==> src/rtl/fpm_pkg.sv <==
package fpm_pkg;
    typedef enum logic [2:0] {
        S_IDLE,
        S_MUL,
        S_NORM,
        S_RND,
        S_DONE
    } fpm_state_e;
endpackage

==> src/rtl/fpm_sig_mul.sv <==
// Iterative unsigned significand multiplier: one add-and-shift step per cycle.
module fpm_sig_mul #(
    parameter int SIG_W = 16
) (
    input  logic               clk,
    input  logic               rst_n,
    input  logic               load,
    input  logic               step,
    input  logic [SIG_W-1:0]   mcand,
    input  logic [SIG_W-1:0]   mplier,
    output logic [SIG_W+1:0]   prod_hi
);
    localparam int PW = 2 * SIG_W;

    logic [PW-1:0]  acc;
    logic [SIG_W:0] sum;

    // Upper half plus the multiplicand when the current multiplier bit is set.
    always_comb begin
        sum = {1'b0, acc[PW-1:SIG_W]} + (acc[0] ? {1'b0, mcand} : '0);
    end

    always_ff @(posedge clk) begin
        if (!rst_n) begin
            acc <= '0;
        end else if (load) begin
            acc <= {{SIG_W{1'b0}}, mplier};
        end else if (step) begin
            acc <= {sum, acc[SIG_W-1:1]};
        end
    end

    assign prod_hi = acc[PW-1 -: SIG_W+2];
endmodule

==> src/rtl/fpm_normalize.sv <==
// Picks the kept fraction and the round bit depending on the product's top bit.
module fpm_normalize #(
    parameter int SIG_W = 16,
    parameter int EW    = 10
) (
    input  logic [SIG_W+1:0]       prod_hi,
    input  logic signed [EW-1:0]   exp_in,
    output logic [SIG_W-2:0]       frac,
    output logic                   rnd,
    output logic signed [EW-1:0]   exp_out
);
    always_comb begin
        if (prod_hi[SIG_W+1]) begin
            frac    = prod_hi[SIG_W:2];
            rnd     = prod_hi[1];
            exp_out = exp_in + EW'(1);
        end else begin
            frac    = prod_hi[SIG_W-1:1];
            rnd     = prod_hi[0];
            exp_out = exp_in;
        end
    end
endmodule

==> src/rtl/fpm_round_pack.sv <==
// Half-up rounding, carry renormalization, range check and word assembly.
module fpm_round_pack #(
    parameter int EXP_W  = 8,
    parameter int FRAC_W = 15,
    parameter int EW     = EXP_W + 2
) (
    input  logic                     sign,
    input  logic [FRAC_W-1:0]        frac_in,
    input  logic                     rnd,
    input  logic signed [EW-1:0]     exp_in,
    output logic [EXP_W+FRAC_W:0]    word,
    output logic                     ovf,
    output logic                     unf
);
    localparam logic signed [EW-1:0] EXP_MAX = EW'((1 << EXP_W) - 1);
    localparam logic signed [EW-1:0] EXP_MIN = EW'(1);

    logic [FRAC_W:0]       fr;
    logic signed [EW-1:0]  e;

    always_comb begin
        fr = {1'b0, frac_in} + {{FRAC_W{1'b0}}, rnd};
        // A carry out of the fraction leaves an all-zero fraction, i.e. 1.0.
        e  = fr[FRAC_W] ? exp_in + EW'(1) : exp_in;
        ovf  = 1'b0;
        unf  = 1'b0;
        if (e > EXP_MAX) begin
            ovf  = 1'b1;
            word = {sign, {EXP_W{1'b1}}, {FRAC_W{1'b1}}};
        end else if (e < EXP_MIN) begin
            unf  = 1'b1;
            word = '0;
        end else begin
            word = {sign, e[EXP_W-1:0], fr[FRAC_W-1:0]};
        end
    end
endmodule

==> src/rtl/fp_seq_mul.sv <==
module fp_seq_mul
    import fpm_pkg::*;
#(
    parameter int EXP_W  = 8,
    parameter int FRAC_W = 15
) (
    input  logic                   clk,
    input  logic                   rst_n,
    input  logic                   start,
    input  logic [EXP_W+FRAC_W:0]  op_a,
    input  logic [EXP_W+FRAC_W:0]  op_b,
    output logic                   busy,
    output logic                   done,
    output logic [EXP_W+FRAC_W:0]  product,
    output logic                   overflow,
    output logic                   underflow
);
    localparam int W     = 1 + EXP_W + FRAC_W;
    localparam int SIG_W = FRAC_W + 1;
    localparam int EW    = EXP_W + 2;
    localparam int BIAS  = (1 << (EXP_W - 1)) - 1;
    localparam int CNT_W = $clog2(SIG_W);

    fpm_state_e state, state_nx;

    logic                  zero_in, accept;
    logic signed [EW-1:0]  exp_sum;
    logic [FRAC_W-1:0]     frac_a_q;
    logic                  sign_q, zero_q;
    logic signed [EW-1:0]  exp_q, nexp_q, nexp_c;
    logic [CNT_W-1:0]      cnt;
    logic [SIG_W+1:0]      prod_hi;
    logic [FRAC_W-1:0]     nfrac_q, nfrac_c;
    logic                  nrnd_q, nrnd_c;
    logic [W-1:0]          pack_word, product_q;
    logic                  pack_ovf, pack_unf, ovf_q, unf_q;

    assign zero_in = (op_a[W-2 -: EXP_W] == '0) || (op_b[W-2 -: EXP_W] == '0);
    assign accept  = (state == S_IDLE) && start;
    assign exp_sum = $signed({2'b00, op_a[W-2 -: EXP_W]}) + $signed({2'b00, op_b[W-2 -: EXP_W]})
                   - $signed(EW'(BIAS));

    // Next-state logic
    always_comb begin
        state_nx = state;
        unique case (state)
            S_IDLE: if (start) state_nx = zero_in ? S_DONE : S_MUL;
            S_MUL:  if (cnt == CNT_W'(SIG_W - 1)) state_nx = S_NORM;
            S_NORM: state_nx = S_RND;
            S_RND:  state_nx = S_DONE;
            S_DONE: state_nx = S_IDLE;
            default: state_nx = S_IDLE;
        endcase
    end

    // State register
    always_ff @(posedge clk) begin
        if (!rst_n) state <= S_IDLE;
        else        state <= state_nx;
    end

    fpm_sig_mul #(.SIG_W(SIG_W)) u_mul (
        .clk     (clk),
        .rst_n   (rst_n),
        .load    (accept),
        .step    (state == S_MUL),
        .mcand   ({1'b1, frac_a_q}),
        .mplier  ({1'b1, op_b[FRAC_W-1:0]}),
        .prod_hi (prod_hi)
    );

    fpm_normalize #(.SIG_W(SIG_W), .EW(EW)) u_norm (
        .prod_hi (prod_hi),
        .exp_in  (exp_q),
        .frac    (nfrac_c),
        .rnd     (nrnd_c),
        .exp_out (nexp_c)
    );

    fpm_round_pack #(.EXP_W(EXP_W), .FRAC_W(FRAC_W), .EW(EW)) u_pack (
        .sign    (sign_q),
        .frac_in (nfrac_q),
        .rnd     (nrnd_q),
        .exp_in  (nexp_q),
        .word    (pack_word),
        .ovf     (pack_ovf),
        .unf     (pack_unf)
    );

    // Datapath and output registers
    always_ff @(posedge clk) begin
        if (!rst_n) begin
            frac_a_q  <= '0;
            sign_q    <= 1'b0;
            zero_q    <= 1'b0;
            exp_q     <= '0;
            cnt       <= '0;
            nfrac_q   <= '0;
            nrnd_q    <= 1'b0;
            nexp_q    <= '0;
            product_q <= '0;
            ovf_q     <= 1'b0;
            unf_q     <= 1'b0;
        end else begin
            unique case (state)
                S_IDLE: if (start) begin
                    frac_a_q <= op_a[FRAC_W-1:0];
                    sign_q   <= op_a[W-1] ^ op_b[W-1];
                    zero_q   <= zero_in;
                    exp_q    <= exp_sum;
                    cnt      <= '0;
                    if (zero_in) begin
                        product_q <= '0;
                        ovf_q     <= 1'b0;
                        unf_q     <= 1'b0;
                    end
                end
                S_MUL:  cnt <= cnt + CNT_W'(1);
                S_NORM: begin
                    nfrac_q <= nfrac_c;
                    nrnd_q  <= nrnd_c;
                    nexp_q  <= nexp_c;
                end
                S_RND: begin
                    product_q <= pack_word;
                    ovf_q     <= pack_ovf;
                    unf_q     <= pack_unf;
                end
                S_DONE: ;
                default: ;
            endcase
        end
    end

    assign busy      = (state != S_IDLE);
    assign done      = (state == S_DONE);
    assign product   = product_q;
    assign overflow  = ovf_q;
    assign underflow = unf_q;

    // Assertions
    p_done_pulse_r11: assert property (@(posedge clk) disable iff (!rst_n)
        done |=> !done);
    p_hold_ops_r11: assert property (@(posedge clk) disable iff (!rst_n)
        (busy && !done) |=> ($stable(frac_a_q) && $stable(sign_q) && busy));
    p_zero_result_r2: assert property (@(posedge clk) disable iff (!rst_n)
        (done && zero_q) |-> (product == '0 && !overflow && !underflow));
    p_sign_r3: assert property (@(posedge clk) disable iff (!rst_n)
        (done && !zero_q && !underflow) |-> (product[W-1] == sign_q));
    p_flags_excl_r8: assert property (@(posedge clk) disable iff (!rst_n)
        done |-> !(overflow && underflow));
    p_ovf_sat_r8: assert property (@(posedge clk) disable iff (!rst_n)
        (done && overflow) |-> (&product[W-2:0]));
    p_unf_flush_r9: assert property (@(posedge clk) disable iff (!rst_n)
        (done && underflow) |-> (product == '0));
    p_mul_len_r10: assert property (@(posedge clk) disable iff (!rst_n)
        (state == S_MUL && cnt == CNT_W'(SIG_W - 1)) |=> (state == S_NORM));
endmodule

==> config.mk <==
export PLATFORM = sky130hd
export DESIGN_NAME = fp_seq_mul
export DESIGN_NICKNAME = d
export VERILOG_FILES = /design/src/rtl/fpm_pkg.sv /design/src/rtl/fpm_sig_mul.sv /design/src/rtl/fpm_normalize.sv /design/src/rtl/fpm_round_pack.sv /design/src/rtl/fp_seq_mul.sv
export SDC_FILE = /design/constraint.sdc
export NUM_CORES = 1
export LEC_CHECK = 0
export CAP_MARGIN = 20
export CORE_MARGIN = 4
export CORE_UTILIZATION = 48
export CTS_CLUSTER_DIAMETER = 120
export DETAILED_ROUTE_END_ITERATION = 10
export GPL_ROUTABILITY_DRIVEN = 0
export GPL_TIMING_DRIVEN = 0
export PLACE_DENSITY_LB_ADDON = 0.08
export SLEW_MARGIN = 30
export SYNTH_ARGS = -nofsm -noshare
export SYNTH_HDL_FRONTEND = slang
export SYNTH_HIERARCHICAL = 1
export SYNTH_SLANG_ARGS = --single-unit
export TNS_END_PERCENT = 5
==> constraint.sdc <==
create_clock -name clk -period 3.1 [get_ports clk]
set_input_delay 0.62 -clock clk [delete_from_list [all_inputs] [get_ports clk]]
set_output_delay 0.62 -clock clk [all_outputs]
set_load 0.01 [all_outputs]
==> impl_results.md <==
* Status: finished, final reports clean
* Crit. End Element: register
* Worst Hold End: frac_a_q[9]$_SDFFE_PN0P_
* Hold path depth at 2
* P_leak at 0.00335 uW
* R2R depth at 10
* Layout cells sized above 1 at 12.4%
* Vias in the first global route at 6287
* DR iter-0 viols at 390
* I/O pin count at 79
* Yosys warns at 6
* Crit-path max FO at 10
* Worst Skew at 0.00613 ns
* Clk sink count at 117
* Max transition margin at 57.4%
* Final setup fails at 0
* DIE HEIGHT at 130 um
* Hold slack at 0.454 ns
* Start point of the critical path: u_mul/acc[0]$_SDFFE_PN0P_
* Tmin final at 2.90 ns
* Syn Inst Count at 847
* Post-synth EDFFs at 0
* Mean post-synth cell area at 8.40 sq um
* First-pass GRT wire length at 29400 um
* Startpoint types: register
* Initial Utilization at 48.9%
* RR Endpoint: u_mul/acc[29]$_SDFFE_PP0P_
* Max-cap violations at 0
* Core ar. at 14500 sq um
* Worst slew pin tran at 0.636 ns
* Antenna Nets Post-Route at 0
* Post-synthesis sequential area ratio at 32.9%
* Root buffer cell: clkbuf_16
* Worst skew pair latency at 0.41 ns
* DRC Markers at 0
* Layout Nets at 1034
* Port Buffers at 78
* Worst R2R Setup Slack at 0.20 ns
* Synth async-reset ratio at 0%
* CTS max path bufs at 2
* Fmax at 345 MHz
* Setup Crit Path Kind: reg -> reg
* TritonCTS clock tree: built
* Yosys cell types at 80
* Reg2Reg Launch Point: u_mul/acc[0]$_SDFFE_PN0P_
* Number of antenna violations at the first check in global routing at 0
* Crit path arrival time at 3.24 ns
* CP required at 3.44 ns
* Number of diodes at 0
* Unrepaired setup endpoints after global routing: no
* 1st-pass router iterations at 5
* Final Hold Vio Count at 0
* GRT Util Overall at 21.5%
* Vias per cell at 5.63
* Largest net degree at the start of global routing at 17
* Clock buffer count from CTS at 17
* Cell area power density at 624 nW/um^2
* Post-CTS Setup Inserts at 0
* Grt total ovfl at 0
* Site Rows at 44
* Via Count at 6416
* H-tree levels at 4
* Detailed Place HPWL at 13700 um
* Commonest register cell after synthesis: dfxtp_1
* Mapped cell area at 7110 sq um
* Final period utilization at 93.4%
* Die width at 130 um
* Max Slew Vio Count at 0
* Die ar. at 16800 sq um
* VDD IR-drop max at 0.529 mV
* Final instance area at 8680 sq um
* Routed len/inst at 15.4 um
* Hold Crit Start: frac_a_q[9]$_SDFFE_PN0P_
* Post-synthesis sequential element count at 117
* Placed Instance Area at 8130 sq um
* Hold Crit Class: reg -> reg
* Post-Route WL at 17600 um
* Reg clk slew, reported paths at 0.05 ns
* Area grow syn2layout at 22.1%
-- critical path, stage by stage (launching register included) --
cell	delay [ns]
dfxtp_1	0.37
clkbuf_1	0.21
and2_1	0.19
ha_1	0.22
fa_1	0.45
a211o_2	0.41
a211oi_4	0.26
o311ai_2	0.20
a211oi_1	0.28
a31oi_1	0.08
a21oi_1	0.16
-- cell usage after synthesis (3+ instances only) --
cell type,count,area (sq um)
mux2_2,17,191
a21o_1,6,45.0
nor4_1,4,25.0
a211oi_2,7,87.6
nor2b_1,3,18.8
mux2i_1,24,240
or3_1,4,25.0
nand2_1,136,510
nand3_1,23,115
o21a_1,4,30.0
xor2_1,20,175
buf_1,4,15.0
ha_1,36,450
and2_1,35,219
nor3_1,8,40.0
dfxtp_1,117,2340
nor3_2,3,30.0
nor2_1,44,165
a21oi_1,74,370
o211ai_1,5,37.5
a31oi_1,4,25.0
nor2_2,4,25.0
buf_6,3,33.8
nand4_1,10,62.6
and4_1,4,35.0
buf_2,15,75.1
xnor2_1,19,166
nand2b_1,5,31.3
and3_1,8,50.1
inv_1,16,60.1
or4_1,3,22.5
buf_4,21,158
a211oi_1,18,135
o21ai_0,34,170
clkbuf_1,26,97.6
a32o_1,28,280
-- kinds of logic after synthesis --
logic type	share of synthesized area (%)
XOR/XNOR	4.80
buffers and inverters	6.77
AO/OA/AOI/OAI	20.4
multiplexers	6.07
other	0.0527
flip-flops	32.9
AND/OR/NAND/NOR	22.0
adder cells (fa/ha/maj)	6.90
-- routing by layer --
layer / vias to the layer above / routed length [um] / part of all wire [%] / GRT usage (%)
met5: - / 0 / 0 / 0
met4: 0 / 286 / 1.6 / 6.66
met3: 27 / 651 / 3.7 / 4.71
met2: 136 / 8480 / 48 / 35.7
met1: 3041 / 8140 / 46 / 28.2
li1: 3212 / - / - / -
-- layout make-up --
| type | instances | area, sq um |
|---|---|---|
| fillers | 1342 | 5850 |
| multi-input cells | 642 | 4310 |
| flip-flops and latches | 117 | 2340 |
| repair buffers | 78 | 781 |
| clock buffers | 25 | 495 |
| plain buffers | 71 | 414 |
| well taps | 184 | 230 |
| inverters | 18 | 67.6 |
| clock inverters | 4 | 47.5 |
-- state kept, by name, indices dropped and copies added, names as in the netlist --
name and flops:
cnt 4, exp_q 10, frac_a_q 15, nexp_q 10, nfrac_q 15, nrnd_q 1, overflow 1, product 24
sign_q 1, state 3, u_mul/acc 32, underflow 1
-- what timing repair did --
| action | CTS | global route |
|---|---|---|
| gates resized for setup | 0 | 2 |
| setup endpoints to repair | 0 | 1 |
| endpoints found under the hold margin | 0 | 0 |
| hold buffers | 0 | 0 |
-- metrics by stage --
step,power [uW],setup TNS (ns),instances,util [%],setup WS (ns)
CTS,5450,0,1139,59.6,0.152
floorplan,3120,0,848,-,0.588
global route,5750,0,1139,59.7,0.00202
global placement,3570,0,1110,55.9,0.0230
detailed placement,3620,-0.271,1110,55.9,-0.0345
finish,5420,0,1139,59.7,0.204
-- placed cells by master, fill, tap and decap left out, drive strengths merged, types with 11 or more instances in the layout --
cell type      count
nand2            136
dfxtp            117
clkdlybuf4s50     78
a21oi             74
clkbuf            51
nor2              48
buf               45
o21ai             37
ha                36
and2              35
a32o              28
a211oi            26
mux2i             24
nand3             23
xor2              20
xnor2             19
inv               18
mux2              17
nand4             12
nor3              11
-- where the power goes --
| group | total [uW] | switching (uW) | internal (uW) |
|---|---|---|---|
| sequential | 1880 | 176 | 1700 |
| combinational | 1720 | 1010 | 709 |
| clock | 1820 | 650 | 1170 |
-- how the worst max path moves through the flow --
| stage | slack [ns] | endpoint |
|---|---|---|
| floorplan | 0.59 | u_mul/acc[29]$_SDFFE_PP0P_ |
| global placement | 0.02 | u_mul/acc[26]$_SDFFE_PP0P_ |
| detailed placement | -0.03 | product[19]$_SDFFE_PN0P_ |
| CTS | 0.15 | u_mul/acc[29]$_SDFFE_PP0P_ |
| global route | 0.002 | u_mul/acc[23]$_SDFFE_PP0P_ |
| finish | 0.20 | u_mul/acc[29]$_SDFFE_PP0P_ |
Power figures use the tool's default switching activity.
